`src/rtl/matmul_ctrl_slave.sv`:
```
module matmul_ctrl_slave #(
  parameter int N  = 3,
  parameter int DW = 32,
  parameter int AW = 8
) (
  input  logic             clk,
  input  logic             rst_n,
  input  logic [AW-1:0]    awaddr,
  input  logic             awvalid,
  output logic             awready,
  input  logic [DW-1:0]    wdata,
  input  logic [DW/8-1:0]  wstrb,
  input  logic             wvalid,
  output logic             wready,
  output logic [1:0]       bresp,
  output logic             bvalid,
  input  logic             bready,
  input  logic [AW-1:0]    araddr,
  input  logic             arvalid,
  output logic             arready,
  output logic [DW-1:0]    rdata,
  output logic [1:0]       rresp,
  output logic             rvalid,
  input  logic             rready,
  output logic             core_start,
  input  logic             core_done,
  input  logic [$clog2(N*N)-1:0] a_idx,
  output logic [DW-1:0]    a_data,
  input  logic [$clog2(N*N)-1:0] b_idx,
  output logic [DW-1:0]    b_data,
  input  logic             c_we,
  input  logic [$clog2(N*N)-1:0] c_idx,
  input  logic [DW-1:0]    c_data
);
  localparam int NE = N * N;
  localparam int IW = $clog2(NE);
  localparam int SW = DW / 8;
  localparam logic [1:0] WIN_A = 2'd1;
  localparam logic [1:0] WIN_B = 2'd2;
  localparam logic [1:0] WIN_C = 2'd3;

  logic [DW-1:0] mem_a [NE];
  logic [DW-1:0] mem_b [NE];
  logic [DW-1:0] c_stage [NE];
  logic [DW-1:0] c_vis [NE];
  logic [DW-1:0] size_q;
  logic auto_q, start_q, busy_q, done_q;

  logic          aw_have, w_have;
  logic [AW-1:0] aw_q;
  logic [DW-1:0] w_q;
  logic [SW-1:0] ws_q;

  function automatic logic [DW-1:0] merge(input logic [DW-1:0] o, input logic [DW-1:0] n,
                                          input logic [SW-1:0] s);
    logic [DW-1:0] r;
    for (int k = 0; k < SW; k++) r[k*8 +: 8] = s[k] ? n[k*8 +: 8] : o[k*8 +: 8];
    return r;
  endfunction

  wire idle   = !busy_q && !start_q;
  wire aw_fire = awvalid && awready;
  wire w_fire  = wvalid && wready;
  wire aw_ok  = aw_have || aw_fire;
  wire w_ok   = w_have || w_fire;
  wire wr_go  = aw_ok && w_ok && !bvalid;

  wire [AW-1:0] wa  = aw_have ? aw_q : awaddr;
  wire [DW-1:0] wd  = w_have ? w_q : wdata;
  wire [SW-1:0] wst = w_have ? ws_q : wstrb;
  wire [3:0]    wi  = wa[5:2];
  wire          w_in = (int'(wi) < NE);
  wire          w_ctl = wr_go && (wa[7:2] == 6'h00);
  wire          w_siz = wr_go && (wa[7:2] == 6'h04);
  wire          w_a   = wr_go && idle && (wa[7:6] == WIN_A) && w_in;
  wire          w_b   = wr_go && idle && (wa[7:6] == WIN_B) && w_in;

  wire          ar_fire = arvalid && arready;
  wire [3:0]    ri   = araddr[5:2];
  wire          r_in = (int'(ri) < NE);
  wire          r_ctl = ar_fire && (araddr[7:2] == 6'h00);

  wire unused_ok = &{1'b0, wa[1:0], araddr[1:0]};

  assign awready    = !aw_have && !bvalid;
  assign wready     = !w_have && !bvalid;
  assign arready    = !rvalid;
  assign bresp      = 2'b00;
  assign rresp      = 2'b00;
  assign core_start = start_q;
  assign a_data     = (int'(a_idx) < NE) ? mem_a[a_idx] : '0;
  assign b_data     = (int'(b_idx) < NE) ? mem_b[b_idx] : '0;

  logic [DW-1:0] rd_val;
  always_comb begin
    rd_val = '0;
    if (araddr[7:2] == 6'h00) begin
      rd_val[0] = start_q;
      rd_val[1] = done_q;
      rd_val[2] = idle;
      rd_val[7] = auto_q;
    end else if (araddr[7:2] == 6'h04) begin
      rd_val = size_q;
    end else if (r_in) begin
      case (araddr[7:6])
        WIN_A:   rd_val = mem_a[ri[IW-1:0]];
        WIN_B:   rd_val = mem_b[ri[IW-1:0]];
        WIN_C:   rd_val = c_vis[ri[IW-1:0]];
        default: rd_val = '0;
      endcase
    end
  end

  always_ff @(posedge clk) begin
    if (!rst_n) begin
      aw_have <= 1'b0;
      w_have  <= 1'b0;
      aw_q    <= '0;
      w_q     <= '0;
      ws_q    <= '0;
      bvalid  <= 1'b0;
    end else begin
      if (wr_go) begin
        aw_have <= 1'b0;
        w_have  <= 1'b0;
        bvalid  <= 1'b1;
      end else begin
        if (aw_fire) begin
          aw_have <= 1'b1;
          aw_q    <= awaddr;
        end
        if (w_fire) begin
          w_have <= 1'b1;
          w_q    <= wdata;
          ws_q   <= wstrb;
        end
        if (bvalid && bready) bvalid <= 1'b0;
      end
    end
  end

  always_ff @(posedge clk) begin
    if (!rst_n) begin
      rvalid <= 1'b0;
      rdata  <= '0;
    end else if (ar_fire) begin
      rvalid <= 1'b1;
      rdata  <= rd_val;
    end else if (rvalid && rready) begin
      rvalid <= 1'b0;
    end
  end

  always_ff @(posedge clk) begin
    if (!rst_n) begin
      size_q  <= DW'(N);
      auto_q  <= 1'b0;
      start_q <= 1'b0;
      busy_q  <= 1'b0;
      done_q  <= 1'b0;
      for (int k = 0; k < NE; k++) begin
        mem_a[k]   <= '0;
        mem_b[k]   <= '0;
        c_stage[k] <= '0;
        c_vis[k]   <= '0;
      end
    end else begin
      if (start_q) begin
        start_q <= 1'b0;
        busy_q  <= 1'b1;
      end
      if (w_ctl && wst[0]) begin
        auto_q <= wd[7];
        if (wd[0] && idle) start_q <= 1'b1;
      end
      if (w_siz) size_q <= merge(size_q, wd, wst);
      if (w_a) mem_a[wi[IW-1:0]] <= merge(mem_a[wi[IW-1:0]], wd, wst);
      if (w_b) mem_b[wi[IW-1:0]] <= merge(mem_b[wi[IW-1:0]], wd, wst);
      if (c_we && int'(c_idx) < NE) c_stage[c_idx] <= c_data;
      if (r_ctl) done_q <= 1'b0;
      if (core_done && busy_q) begin
        busy_q <= 1'b0;
        done_q <= 1'b1;
        for (int k = 0; k < NE; k++) c_vis[k] <= c_stage[k];
        if (auto_q) start_q <= 1'b1;
      end
    end
  end
endmodule

```
`config.mk`:
```
export PLATFORM = sky130hd
export DESIGN_NAME = matmul_ctrl_slave
export DESIGN_NICKNAME = d
export VERILOG_FILES = /design/src/rtl/matmul_ctrl_slave.sv
export SDC_FILE = /design/constraint.sdc
export NUM_CORES = 2
export LEC_CHECK = 0
export BUFFER_PORTS_ARGS = -buffer_cell sky130_fd_sc_hd__buf_4
export CORE_UTILIZATION = 55
export DETAILED_ROUTE_END_ITERATION = 12
export HOLD_SLACK_MARGIN = 0.15
export PLACE_DENSITY = 0.75
export RECOVER_POWER = 50
export SYNTH_ARGS = -nofsm -noshare
export SYNTH_HDL_FRONTEND = slang
export SYNTH_SLANG_ARGS = --single-unit
```
`constraint.sdc`:
```
create_clock -name clk -period 7.7 [get_ports clk]
set_input_delay 0.77 -clock clk [delete_from_list [all_inputs] [get_ports clk]]
set_output_delay 0.77 -clock clk [all_outputs]
set_load 0.03 [all_outputs]
```
After elaboration in Yosys (flattened, before gate mapping)
Memories as Yosys holds them, arrays and structs flattened.
Index checks and enable logic that the tools add are counted.
Word-level totals
  bits in read-only memories: 0
  register bits after elaboration: 116
  memories kept: 4
  input bits: 105
  bits in latches: 0
  RAM bits: 1152
Operators by class
  eq/ne operators: 15
  multiply operators: 0
  mux-type cells: 61
  add/subtract/negate cells: 0
  div/mod/pow operators: 0
  bitwise gates (word level): 11
  shifts and indexed selects: 0
  reductions and logical operators: 54
  order comparisons: 5
Memories
  c_stage: words 9, bits a word 32, read ports 9, clocked after memory_dff 0, wr ports 9, RTL line 44  | logic [DW-1:0] c_stage [NE];
  c_vis: words 9, bits a word 32, read ports 1, clocked after memory_dff 0, wr ports 9, RTL line 45  | logic [DW-1:0] c_vis [NE];
  mem_a: words 9, bits a word 32, read ports 2, clocked after memory_dff 0, wr ports 9, RTL line 42  | logic [DW-1:0] mem_a [NE];
  mem_b: words 9, bits a word 32, read ports 2, clocked after memory_dff 0, wr ports 9, RTL line 43  | logic [DW-1:0] mem_b [NE];
Operator list (count)
  32-bit two-way mux: 17
  32-bit case mux with 3 select lines: 1
  32-bit OR reduction: 3
  8-bit two-way mux: 9
  4-bit two-way mux: 7
  2-bit AND reduction: 14
  1-bit two-way mux: 25
  24-bit two-way mux: 1
  1-bit logical AND: 22
  4-bit < comparator, second input constant: 5
  6-bit by 3-bit equality test with 1-bit output, second input constant: 2
  6-bit logical NOT: 2
  1-bit bitwise OR: 9
  1-bit inequality test, second input constant: 8
  2-bit equality test, second input constant: 3
  1-bit logical NOT: 6
  2-bit nonzero test: 3
  2-bit by 1-bit equality test with 1-bit output, second input constant: 2
  2-bit OR reduction: 2
  3-bit two-way mux: 1
  1-bit logical OR: 2
  1-bit NOT: 2

Longest topological paths before layout
  depth in word-level cells: 15
  gate-level depth with buffers: 9
  gate-level depth less buffers: 5

Worst setup path after synthesis
No wires, ideal clock.
  kind: in2reg
  start point: in rst_n
  end point: mem c_vis[0][0], enable pin
  data required time: 5.527 ns
  path buffers: 3
  cell stages on the path: 4
  slack: -0.516 ns
  arrival: 6.043 ns
  library setup time: 2.173 ns
  cells stage by stage: buf_4 clkbuf_1 clkbuf_1 nand2_1
RTL lines
  start, declared: RTL line 7  | input logic rst_n,
  end, declared: RTL line 45

Worst setup path after layout
  start point: in araddr[3]
  end point: reg rdata[9]
On the way
  cells in the longest elaborated chain, start to end: 5
  elaborated cells between the ends (all ways): 10
  those cells by class: order compare: 1; eq/ne: 1; mux: 4; reduce/logical: 1; memory: 3
Ends and longest elaborated chain
  start, declared: RTL line 18  | input logic [AW-1:0] araddr,
  memory read 9 x 32 bit, on equally long branches
  32-bit case mux with 3 select lines: RTL line 105  | case (araddr[7:6])
  32-bit two-way mux: RTL line 104  | end else if (r_in) begin
  32-bit two-way mux: RTL line 102  | end else if (araddr[7:2] == 6'h04) begin
  24-bit two-way mux (*): RTL line 97  | if (araddr[7:2] == 6'h00) begin
  end signal, assigned: RTL line 148  | rdata <= rd_val;
  end, declared: RTL line 21  | output logic [DW-1:0] rdata,
Every way passes the cells marked *; elsewhere a longest branch is shown, timed or not.
A chain may end at the register's enable or synchronous reset.

==> impl_metrics.ini <==
[critical_path]
cp_slowest_cell = a21boi_0
timing.rr.start = w_have
crit_arrival_ps = 6720
max_stage_delay_ps = 1870
crit_path_end = rdata[9]
path_cells = clkbuf_2 > nor4_2 > clkbuf_1 > and2_0 > a21boi_0 > buf_4 > o21ai_0 > nor2_1
critPathCaptureType = flop
crit_path_start_kind = primary input
reg2reg_depth = 6
worst-path-stages = 8
critPathKind = primary input to flop
critPathBufInv = 3
timing.rr.end = mem_b[2][28]
ff2ff_setup_slack_ps = 3300
path_max_fanout = 70
crit_start = araddr[3]
cp.required_ps = 8380
critPathTopFamily = buffers and inverters

[drt]
drt_iter0_drc = 5447
routed_via_density = 6.13
ant_nets = 0
firstDrtPassIters = 6
via_count = 42698
top_layer_used = met5
routed_wl_um = 182000
wl_met1_um = 66200
drc = 0
met2WireLength_um = 86100
wl_per_cell_um = 26.1
route.met3.wl_um = 21200

[clock_network]
clockBufferDepth = 3
cts_root_buf = clkbuf_16
worstSkewPairLatency_ps = 760
cts_buffers = 148
cts-resized-gates = 0
cts_tree = yes
clock_sinks = 1490
path_clk_slew_ps = 60
hold_buffers = 0
post_cts_buffers = 0
htreeDepth = 4

[power_and_ir_drop]
ir_worst_vdd_mv = 0.241
leakagePower_nw = 27.5
power_density_nw_per_um2 = 238

[layout]
syn2layout_area_growth_pct = 12.2
fin_area_um2 = 76000
final_nets = 5316
final_cells = 6960
drive_above_1_share_pct = 16.7
postLayoutCoreUtil_pct = 62.3

[hold_path]
hold_path.class = primary input to flop
min-delay-start = awvalid

[synth]
synthDistinctLibCells = 62
syn_avg_cell_area_um2 = 13.9
yosys_register_bits = 1490
syn_inst = 4881
syn_area_um2 = 67800
seq_area_frac_synth_pct = 64.3
synth_warnings = 0
async_flop_share_pct = 0
synth-edff-count = 1376
yosys_most_used_dff = edfxtp_1

[sta]
fin_tns_setup_ps = 0
worstMarginPinSlew_ps = 3410
hold_viol_final = 0
rsz0062_at_grt = false
fmax_mhz = 166
maxSlewHeadroom_pct = -128
slew_violations = 1004
fin_crit_sh_pct = 78.5
skew_ps = 25.9
timing.hold.ws_ps = 290
setup_viol = 0
min_period_ps = 6040

[run_status]
violations = max-capacitance violations, max-slew violations
status = finished with violations

[global_route]
grt_antenna_before_repair = 12
grt_remaining_overflow = 0
grt_pass1_wl_um = 266000
grt_pass1_vias = 42224
grt_max_degree = 146
grtUsageTotal_pct = 29.1

[floorplanning]
die-area_um2 = 125000
rows = 128
fp.dieH_um = 353
num_io_pins = 211
start_util_pct = 55.6
die_w_um = 353
coreArea_um2 = 122000

[place]
placed_area_um2 = 72000
dp.final_hpwl_um = 109000
gp_congestion = 0.896
dp_cells = 6684
io_buffers = 202

[flow_run]
maxCapViolations = 27
==> cells in the mapped netlist, drive strengths merged, types with 2 or more instances <==
master   count  area [um2]
nor2       632        2370
nand2b     138         863
a32oi       33         289
a2111oi     10         169
nor2b       44         275
or3          3        18.8
nor3b        2        15.0
o21a         2        15.0
clkbuf     255         957
nor4bb       3        30.0
o21ai       69         345
or3b         6        52.6
and3b        2        17.5
nand3       10        50.1
edfxtp    1376       41300
a32o         2        20.0
nand2      392        1750
buf         93         433
a211oi      31         233
o211ai      31         233
o22ai      132         826
a21boi      37         278
a21oi      160         801
a31oi        4        25.0
and2       581        3630
nand3b      12        90.1
nand4        3        18.8
or2          2        12.5
dfxtp      114        2280
nor3        12        60.1
o31ai        4        30.0
a22oi       31         233
mux2i      139        1390
mux4       326        7340
o32a         2        20.0
mux2        69         777
inv        105         394
==> state kept, by name, indices dropped and copies added (netlist names), 4 cells and up <==
signal / flops
aw_q: 6
c_stage: 288
c_vis: 288
mem_a: 400
mem_b: 400
rdata: 32
size_q: 32
w_q: 32
ws_q: 4
==> logic make-up (layout without fill, tap and decap cells) <==
group | after synthesis | after routing | share of synthesized area [%]
AND/OR/NAND/NOR | 1845 | 1845 | 13.7
flip-flops | 1490 | 1490 | 64.3
AO/OA/AOI/OAI | 558 | 558 | 5.33
multiplexers | 534 | 534 | 14.0
buffers and inverters | 453 | 676 | 2.63
other | 1 | 232 | 0.00553
==> layout make-up <==
type                            instances  area (um2)
Fill cell                            9077       46000
Sequential cell                      1490       43600
Multi-Input combinational cell       3165       23200
Clock buffer                          217        4350
Tap cell                             1625        2030
Timing Repair Buffer                  301        1970
Clock inverter                         53         430
Inverter                              105         395
Antenna cell                            4        10.0
==> cell usage in the layout (no fill, tap or decap), types with 30 or more instances in the layout <==
master	count
clkbuf_16	162
nand2_2	30
conb_1	228
and2_1	401
nor2_1	625
buf_4	194
a21oi_1	159
o21ai_0	67
a21boi_0	37
edfxtp_1	1376
mux4_2	326
dfxtp_1	113
inv_1	104
and2_0	180
o22ai_1	132
o211ai_1	31
a32oi_1	33
a211oi_1	31
nand2_1	362
nand2b_1	134
mux2i_1	115
a22oi_1	31
clkbuf_1	144
mux2_2	68
nor2b_1	41
==> per-stage QoR <==
stage	total power, mW	setup slack [ps]
after global placement	11.1	2800
after floorplan	10.5	2400
after global routing	18.6	1650
after CTS	18.2	3400
after detailed placement	11.1	2740
final	18.1	1660
==> worst register-to-register path, stage by stage (launching register included) <==
cell	delay, ps
dfxtp_4	1000
nor2_1	230
or4_1	700
a2111oi_0	520
clkbuf_1	610
nand2_1	470
nand2_1	510
==> how the worst min path moves through the flow <==
stage	endpoint	slack, ps	depth (start not counted)
after floorplan	done_q	430	1
after global placement	done_q	440	1
after detailed placement	done_q	460	1
after CTS	w_q[16]	250	3
after global routing	w_q[12]	290	3
final	aw_have	290	3
==> report_power, final <==
group	total, mW	leakage (nW)	switching, mW	internal (mW)
Combinational	1.60	10.3	1.06	0.541
Clock	7.16	2.33	3.02	4.14
Sequential	9.37	14.8	0.148	9.22
Total	18.1	27.5	4.22	13.9
==> layer usage <==
metal  GRT usage, %  up-vias
li1               -    18416
met3           7.49      469
met2           46.2     2538
met4           12.5       16
met5              0        -
met1           38.1    21259
Power figures use the tool's default switching activity.
